===== src/rtl/pio_pkg.sv =====
package pio_pkg;

  // Address bit positions that steer decoding
  localparam int ADR_UPPER_BIT = 2;  // 0: port registers, 1: status/control window
  localparam int ADR_TMR_BIT   = 4;  // 1 with upper: timer writes (not ours)
  localparam int ADR_POL_BIT   = 0;  // polarity value on control writes

  // Status byte layout
  localparam int STAT_TMR_BIT  = 7;
  localparam int STAT_EDGE_BIT = 6;

  typedef enum logic [1:0] {
    SEL_A_DATA = 2'd0,
    SEL_A_DIR  = 2'd1,
    SEL_B_DATA = 2'd2,
    SEL_B_DIR  = 2'd3
  } pio_sel_e;

  typedef enum logic {
    POL_FALL = 1'b0,
    POL_RISE = 1'b1
  } pio_pol_e;

endpackage


===== src/rtl/pio_rst_sync.sv =====
module pio_rst_sync #(
  parameter int STAGES = 2
) (
  input  logic clk,
  input  logic rst_n_i,
  output logic rst_n_o
);

  localparam int LAST = STAGES - 1;

  logic [LAST:0] chain_q;
  logic [LAST:0] chain_d;

  always_comb begin
    chain_d = {chain_q[LAST-1:0], 1'b1};
  end

  always_ff @(posedge clk or negedge rst_n_i) begin
    if (!rst_n_i) chain_q <= '0;
    else          chain_q <= chain_d;
  end

  assign rst_n_o = chain_q[LAST];

endmodule


===== src/rtl/pio_port_bank.sv =====
module pio_port_bank #(
  parameter int WIDTH    = 8,
  parameter bit READS_B  = 1'b0   // 0: port A read-back, 1: port B read-back
) (
  input  logic             clk,
  input  logic             rst_n,
  input  logic             wr_data_i,
  input  logic             wr_dir_i,
  input  logic [WIDTH-1:0] wdata_i,
  input  logic [WIDTH-1:0] pin_raw_i,
  output logic [WIDTH-1:0] pin_drive_o,
  output logic [WIDTH-1:0] rd_data_o,
  output logic [WIDTH-1:0] dir_o,
  output logic [WIDTH-1:0] samp_o
);

  logic [WIDTH-1:0] data_q, data_d;
  logic [WIDTH-1:0] dir_q,  dir_d;
  logic [WIDTH-1:0] samp_q;
  logic [WIDTH-1:0] level;

  // Next-state for the register file
  always_comb begin
    data_d = data_q;
    dir_d  = dir_q;
    if (wr_data_i) data_d = wdata_i;
    if (wr_dir_i)  dir_d  = wdata_i;
  end

  always_ff @(posedge clk or negedge rst_n) begin
    if (!rst_n) begin
      data_q <= '0;
      dir_q  <= '0;
    end else begin
      if (wr_data_i || wr_dir_i) begin
        data_q <= data_d;
        dir_q  <= dir_d;
      end
    end
  end

  // One sampling stage on the external levels; idle pins are pulled high
  always_ff @(posedge clk or negedge rst_n) begin
    if (!rst_n) samp_q <= '1;
    else        samp_q <= pin_raw_i;
  end

  // Output register wins on output pins, input pins float high
  assign level = data_q | ~dir_q;

  generate
    if (READS_B) begin : g_rd_b
      assign rd_data_o = level & (samp_q | dir_q);
    end else begin : g_rd_a
      assign rd_data_o = level & samp_q;
    end
  endgenerate

  assign pin_drive_o = level;
  assign dir_o       = dir_q;
  assign samp_o      = samp_q;

  // direction write lands next cycle
  assert_dir_load_R1: assert property (@(posedge clk) disable iff (!rst_n)
    $past(wr_dir_i) |-> dir_q == $past(wdata_i));

  // no input-mode pin is ever driven low
  assert_input_high_R2: assert property (@(posedge clk) disable iff (!rst_n)
    ((~dir_q) & ~pin_drive_o) == '0);

endmodule


===== src/rtl/pio_edge_flag.sv =====
module pio_edge_flag
  import pio_pkg::*;
(
  input  logic clk,
  input  logic rst_n,
  input  logic samp_i,      // already sampled pin level
  input  logic pol_wr_i,
  input  logic pol_val_i,
  input  logic clr_i,
  output logic flag_o
);

  pio_pol_e pol_q, pol_d;
  logic     prev_q;
  logic     flag_q, flag_d;
  logic     hit;

  always_comb begin
    pol_d = pol_q;
    if (pol_wr_i) pol_d = pio_pol_e'(pol_val_i);
  end

  // Transition detect against the previous sampled level
  always_comb begin
    if (pol_q == POL_RISE) hit = samp_i & ~prev_q;
    else                   hit = ~samp_i & prev_q;
  end

  // Set has priority over the read-clear
  always_comb begin
    flag_d = (flag_q & ~clr_i) | hit;
  end

  always_ff @(posedge clk or negedge rst_n) begin
    if (!rst_n) begin
      pol_q  <= POL_FALL;
      prev_q <= 1'b1;
      flag_q <= 1'b0;
    end else begin
      if (pol_wr_i) pol_q <= pol_d;
      prev_q <= samp_i;
      flag_q <= flag_d;
    end
  end

  assign flag_o = flag_q;

  // flag only rises after the sampled level moved
  assert_rise_needs_edge_R6: assert property (@(posedge clk) disable iff (!rst_n)
    $rose(flag_q) |-> $past(samp_i != prev_q));

  // flag only drops after a status read
  assert_fall_needs_read_R7: assert property (@(posedge clk) disable iff (!rst_n)
    $fell(flag_q) |-> $past(clr_i));

endmodule


===== src/rtl/pio_dual_port.sv =====
module pio_dual_port
  import pio_pkg::*;
#(
  parameter int DATA_W = 8,
  parameter int ADDR_W = 5
) (
  input  logic              clk,
  input  logic              rst_n,
  input  logic [ADDR_W-1:0] bus_addr,
  input  logic              bus_wr,
  input  logic              bus_rd,
  input  logic [DATA_W-1:0] bus_wdata,
  output logic [DATA_W-1:0] bus_rdata,
  input  logic [DATA_W-1:0] pa_in,
  input  logic [DATA_W-1:0] pb_in,
  output logic [DATA_W-1:0] pa_drive,
  input  logic              timer_flag_in
);

  localparam int EDGE_PIN = DATA_W - 1;

  logic rst_int_n;

  pio_rst_sync #(.STAGES(2)) u_rst (
    .clk     (clk),
    .rst_n_i (rst_n),
    .rst_n_o (rst_int_n)
  );

  // Address decode
  logic     in_ports, in_ctrl;
  pio_sel_e sel;
  logic     wr_a_data, wr_a_dir, wr_b_data, wr_b_dir;
  logic     pol_wr, stat_rd;

  always_comb begin
    in_ports  = ~bus_addr[ADR_UPPER_BIT];
    in_ctrl   =  bus_addr[ADR_UPPER_BIT];
    sel       = pio_sel_e'(bus_addr[1:0]);
    wr_a_data = bus_wr & in_ports & (sel == SEL_A_DATA);
    wr_a_dir  = bus_wr & in_ports & (sel == SEL_A_DIR);
    wr_b_data = bus_wr & in_ports & (sel == SEL_B_DATA);
    wr_b_dir  = bus_wr & in_ports & (sel == SEL_B_DIR);
    pol_wr    = bus_wr & in_ctrl & ~bus_addr[ADR_TMR_BIT];
    stat_rd   = bus_rd & in_ctrl & bus_addr[0];
  end

  logic [DATA_W-1:0] a_rd, a_dir, a_samp, a_drive;
  logic [DATA_W-1:0] b_rd, b_dir, b_samp, b_drive;

  pio_port_bank #(.WIDTH(DATA_W), .READS_B(1'b0)) u_port_a (
    .clk         (clk),
    .rst_n       (rst_int_n),
    .wr_data_i   (wr_a_data),
    .wr_dir_i    (wr_a_dir),
    .wdata_i     (bus_wdata),
    .pin_raw_i   (pa_in),
    .pin_drive_o (a_drive),
    .rd_data_o   (a_rd),
    .dir_o       (a_dir),
    .samp_o      (a_samp)
  );

  pio_port_bank #(.WIDTH(DATA_W), .READS_B(1'b1)) u_port_b (
    .clk         (clk),
    .rst_n       (rst_int_n),
    .wr_data_i   (wr_b_data),
    .wr_dir_i    (wr_b_dir),
    .wdata_i     (bus_wdata),
    .pin_raw_i   (pb_in),
    .pin_drive_o (b_drive),
    .rd_data_o   (b_rd),
    .dir_o       (b_dir),
    .samp_o      (b_samp)
  );

  logic edge_flag;

  pio_edge_flag u_edge (
    .clk       (clk),
    .rst_n     (rst_int_n),
    .samp_i    (a_samp[EDGE_PIN]),
    .pol_wr_i  (pol_wr),
    .pol_val_i (bus_addr[ADR_POL_BIT]),
    .clr_i     (stat_rd),
    .flag_o    (edge_flag)
  );

  // Read mux
  logic [DATA_W-1:0] status;

  always_comb begin
    status                = '0;
    status[STAT_TMR_BIT]  = timer_flag_in;
    status[STAT_EDGE_BIT] = edge_flag;
  end

  always_comb begin
    bus_rdata = '0;
    if (in_ports) begin
      unique case (sel)
        SEL_A_DATA: bus_rdata = a_rd;
        SEL_A_DIR:  bus_rdata = a_dir;
        SEL_B_DATA: bus_rdata = b_rd;
        SEL_B_DIR:  bus_rdata = b_dir;
        default:    bus_rdata = '0;
      endcase
    end else if (bus_addr[0]) begin
      bus_rdata = status;
    end
  end

  assign pa_drive = a_drive;

  logic unused_sig;
  assign unused_sig = ^{a_samp[EDGE_PIN-1:0], b_samp, b_drive, bus_addr[3]};

  // unused status bits stay zero on status reads
  assert_stat_low_zero_R9: assert property (@(posedge clk) disable iff (!rst_int_n)
    (bus_rd && bus_addr[ADR_UPPER_BIT] && bus_addr[0]) |-> bus_rdata[STAT_EDGE_BIT-1:0] == '0);

endmodule


===== config.mk =====
export PLATFORM = sky130hd
export DESIGN_NAME = pio_dual_port
export DESIGN_NICKNAME = d
export VERILOG_FILES = /design/src/rtl/pio_pkg.sv /design/src/rtl/pio_rst_sync.sv /design/src/rtl/pio_port_bank.sv /design/src/rtl/pio_edge_flag.sv /design/src/rtl/pio_dual_port.sv
export SDC_FILE = /design/constraint.sdc
export NUM_CORES = 1
export LEC_CHECK = 0
export BUFFER_PORTS_ARGS = -buffer_cell sky130_fd_sc_hd__buf_2
export CAP_MARGIN = 20
export CORE_MARGIN = 2
export CORE_UTILIZATION = 45
export DETAILED_ROUTE_END_ITERATION = 10
export HOLD_SLACK_MARGIN = 0.06
export PLACE_DENSITY = 0.67
export SLEW_MARGIN = 20
export SYNTH_ARGS = -nofsm -noshare
export SYNTH_HDL_FRONTEND = slang
export SYNTH_HIERARCHICAL = 1
export SYNTH_SLANG_ARGS = --single-unit

===== constraint.sdc =====
create_clock -name clk -period 2.65 [get_ports clk]
set_clock_uncertainty 0.05 [all_clocks]
set_input_delay 0.795 -clock clk [delete_from_list [all_inputs] [get_ports clk]]
set_output_delay 0.795 -clock clk [all_outputs]
set_load 0.05 [all_outputs]

Yosys cells after proc, flatten, opt, wreduce, memory -nomap -nowiden. Cells that the tools add are included.

Flip-flop bits (word level): 53. Word-level logic and storage cells: 49.

Mux-type cells: 4. Bitwise operators: 25. Reductions and logical operators: 7. Eq/ne operators: 3.

Operators by type and width (count): case mux 8 bit (4 select lines) (1); OR 8 bit (3); bitwise AND 8 bit (2); 2-to-1 mux 8 bit (2); inverter 8 bit (2); bitwise AND 1 bit (12); AND reduction 2 bit (4); inverter 1 bit (5); equality test 2 bit, second input constant (2); equality test 2 x 1 -> 1 bit, second input constant (1); zero test 2 bit (1); logical OR 1 bit (2); 2-to-1 mux 1 bit (1); OR 1 bit (1).

Depth between registers and ports, before layout.
Depth after elaboration: 5. Depth in mapped cells: 5. Depth with buffers taken out: 5.

Modules after synthesis. The synthesis kept the hierarchy.

Modules (own cells, without submodules): pio_port_bank (u_port_b) (cells each 58, seq. area each 610.6 um^2, instances 1, area each 1013.5 um^2); pio_port_bank (u_port_a) (cells each 58, seq. area each 610.6 um^2, instances 1, area each 973.4 um^2); pio_dual_port (cells each 35, seq. area each 0.0 um^2, instances 1, area each 365.4 um^2); pio_edge_flag (cells each 8, seq. area each 76.3 um^2, instances 1, area each 113.9 um^2); pio_rst_sync (cells each 3, seq. area each 50.0 um^2, instances 1, area each 53.8 um^2).

Least setup slack after synthesis. No wires, ideal clock.

Path type: input to output. From: input bus_addr[0]. To: output bus_rdata[0]. Path slack: -0.139 ns. Arrival time: 1.944 ns. Stages: 3. Cell sequence: buf_6 > mux4_1 > nor2b_1.

Cells in the longest elaborated chain, start to end: 3. Elaborated cells between the ends (all ways): 6. Those cells by class: eq/ne (3); mux (2); reduce/logical (1).

Ends and longest elaborated chain: start, declared (RTL line pio_dual_port.sv:9) `input logic [ADDR_W-1:0] bus_addr,`; equality test 2 bit, or another cell as far along (RTL line pio_dual_port.sv:101) `unique case (sel)`; case mux 8 bit (4 select lines) (*) (RTL line pio_dual_port.sv:101); 2-to-1 mux 8 bit (*) (RTL line pio_dual_port.sv:100) `if (in_ports) begin`; end, declared (RTL line pio_dual_port.sv:13) `output logic [DATA_W-1:0] bus_rdata,`.

Mark *: on every way between the ends. The rest lies on a longest branch, timed or not.

Worst setup path after layout.
From: input bus_addr[0]. To: output bus_rdata[1].

Same word-level chain as after synthesis.

==> impl_summary.txt <==
----------------------------------------------------
[Status]
  Outcome ... finished, final reports clean

[Worst setup path]
  Element type at the critical path start ... input pin
  Critical path endpoint category ... output pin
  Required time reported for the critical path endpoint ... 1.81 ns
  Data arrival time at the worst-slack endpoint ... 1.79 ns
  Critical path type ... input pin to output pin
  Max Fanout on Critical Path ... 12
  Worst reg-to-reg setup slack ... 1.60 ns
  Worst flop-to-flop path startpoint ... u_port_b/dir_o[2]
  R2R cell count ... 3
  Crit Reg-Reg Endpoint ... u_port_b/dir_o[2]

[Timing]
  Unrepaired setup endpoints after global routing ... true
  Worst path setup slack after routing ... 0.0144 ns
  Sum Neg Setup Slack ... 0 ns
  Total setup violations reported at the end of the flow ... 0
  Worst-margin pin slew ... 0.649 ns
  Number of hold violations in the final report ... 0
  Max-Slew Margin vs Limit ... 56.7%
  Post-route clock period utilization ... 99.5%
  Slew Viols, Final ... 0
  Final worst path period need ... 2.64 ns
  Max Fclk ... 379 MHz
  WHS ... 0.216 ns

[Floorplan]
  Die Outline Area ... 6100 um2
  DIE WIDTH ... 78.1 um
  Initial Utilization ... 47.5%
  Number of top-level pins ... 50
  Vertical die dimension ... 78.1 um
  Standard-cell rows ... 26
  Area of the placeable core ... 5200 um2

[Global route]
  First-pass GRT wire length ... 8.51 mm
  GR met3 Demand/Resource ... 3.56%
  Global routing usage on met2 ... 32.5%
  Pin count of the biggest net entering global routing ... 52
  Initial antenna violation count ... 0
  Total overflow reported by the global router ... 0
  Peak-usage layer in the global routing report ... met2
  GRT Total Usage ... 18.3%
  Met1 global-route usage ... 22.9%
  Via count of the first global-routing pass ... 1693

[Pwr]
  Switching Share ... 30.0%
  Portion of total power attributed to the clock network ... 20.8%
  Worst ir drop on vdd ... 0.000356 V
  Sequential group share of total power ... 46.6%
  PD cells ... 716 nW/um2
  Leak pwr ... 1.47 nW
  Total net switching power ... 0.673 mW
  Combinational cell fraction of total power ... 32.7%
  Total power ... 2.25 mW
  Design internal power ... 1.57 mW

[Place]
  Final HPWL DP ... 3.48 mm
  PortBufs ... 48
  Setup slack at placement ... -0.290 ns
  Final RePlAce weighted congestion ... 0.752
  Count of placed standard cells including taps ... 276

[CTS]
  Total clock buffers created by CTS ... 5
  Sink count of the clock tree ... 53
  Clock root buffer ... sky130_fd_sc_hd__clkbuf_8
  Register clock-pin slew on the reported worst setup and hold paths ... 0.09 ns
  Maximum number of buffers from clock root to sink ... 2
  Clock tree from TritonCTS ... yes
  Number of hold-repair buffers added at the cts stage ... 0
  CTS H-Tree Depth ... 2
  Clk_lat worst skew ... 0.30 ns

[Final layout]
  Area taken by flip-flops and latches ... 1350 um2
  Number of non-filler instances in the completed layout ... 297
  Syn-to-layout area delta ... 27.2%
  Proportion of layout cells with a drive suffix above 1 ... 67.0%
  Fillcell total ... 425
  Net count, final ... 260
  Number of inserted diodes ... 0
  Multi-input logic area ... 1090 um2

[Yosys]
  Synth warn ... 6
  Cell count after synthesis ... 154
  Netlist area before placement ... 2470 um2
  Average cell area after synthesis ... 16.0 um2
  Post-Syn Nets ... 188

[Detailed routing]
  Average wire per cell in the routed design ... 17.0 um
  Total wire length after detailed routing ... 5.06 mm
  Antenna violation net count after detailed routing ... 0
  Routed via count divided by cell count ... 5.00
  Remaining routing DRC violations ... 0
  Initial DRT Pass Iterations ... 4
  Vias ... 1486
  Violation count after the first detailed-routing iteration ... 50

[Worst hold path]
  Type of the worst min-delay path ... input pin to asynchronous set/reset pin

[Flow run]
  Max-cap viol count ... 0

----------------------------------------------------
==> worst max-delay path, stage by stage <==
cell,delay (ns)
sky130_fd_sc_hd__buf_16,0.13
sky130_fd_sc_hd__mux4_1,0.54
sky130_fd_sc_hd__nor2b_2,0.17
sky130_fd_sc_hd__buf_6,0.15
==> worst max-delay path by stage <==
stage | depth (start not counted) | start | endpoint | slack, ns
2_1_floorplan | 5 | bus_addr[0] | bus_rdata[6] | 0.01
3_3_place_gp | 4 | bus_addr[0] | bus_rdata[3] | -0.26
3_5_place_dp | 4 | bus_addr[0] | bus_rdata[2] | -0.29
4_1_cts | 4 | bus_addr[0] | bus_rdata[2] | -0.003
5_1_grt | 4 | u_port_b/dir_o[1] | bus_rdata[1] | -0.03
6_report | 4 | bus_addr[0] | bus_rdata[1] | 0.01
==> sequential cells by signal, indices dropped and copies added, names as in the netlist, 2 cells and up <==
name	flops
u_port_a/samp_o	8
u_port_a/dir_o	8
u_port_b/samp_o	8
u_port_b/data_q	8
u_port_a/data_q	8
u_port_b/dir_o	8
u_rst/chain_q	2
==> power by group through the flow <==
stage / Clock, mW / Combinational [mW] / Sequential [mW]
2_1_floorplan: 0 / 0.488 / 1.02
3_3_place_gp: 0 / 0.584 / 1.05
3_5_place_dp: 0 / 0.598 / 1.06
4_1_cts: 0.478 / 0.673 / 1.04
5_1_grt: 0.515 / 0.777 / 1.07
6_report: 0.467 / 0.735 / 1.05
==> layout make-up <==
class	instances	area share, %
clock buffer	8	2.87
timing repair buffer	73	16.4
tap	70	2.79
inverter	1	0.120
multi-input combinational	92	34.8
sequential	53	43.0
==> stage by stage <==
step | utilization (%) | instance area [um2]
after CTS | 58.3 | 3040
after floorplan | - | 2480
after detailed placement | 54.4 | 2830
after global routing | 60.3 | 3140
final | 60.3 | 3140
after global placement | 54.4 | 2830
==> layout by cell type, fill, tap and decap left out, types with 2 or more instances in the layout <==
cell type,instances
sky130_fd_sc_hd__a311o_1,2
sky130_fd_sc_hd__and2_1,7
sky130_fd_sc_hd__and3_1,2
sky130_fd_sc_hd__buf_2,39
sky130_fd_sc_hd__buf_4,23
sky130_fd_sc_hd__buf_6,8
sky130_fd_sc_hd__buf_8,2
sky130_fd_sc_hd__clkbuf_1,2
sky130_fd_sc_hd__clkbuf_8,6
sky130_fd_sc_hd__dfrtp_1,35
sky130_fd_sc_hd__dfstp_2,17
sky130_fd_sc_hd__mux2_2,7
sky130_fd_sc_hd__mux2_4,33
sky130_fd_sc_hd__mux2i_1,4
sky130_fd_sc_hd__mux4_1,2
sky130_fd_sc_hd__mux4_2,4
sky130_fd_sc_hd__nand2_1,2
sky130_fd_sc_hd__nand2b_1,6
sky130_fd_sc_hd__nand2b_4,3
sky130_fd_sc_hd__nor2_1,2
sky130_fd_sc_hd__nor2b_2,2
sky130_fd_sc_hd__nor2b_4,4
sky130_fd_sc_hd__nor3_1,2
sky130_fd_sc_hd__nor3b_1,2
==> per-layer routing <==
metal / share of wire (%) / up-vias
met5: 0 / -
met4: 1.4 / 0
met3: 3.5 / 8
met2: 53 / 34
met1: 42 / 762
li1: - / 682
==> repair_timing <==
item                       in CTS  in global routing
resized for setup              20                 19
pin swaps                       0                  1
setup endpoints to repair       8                  8
buffers inserted                7                  6
cloned                          0                  0
Power figures use the tool's default switching activity.
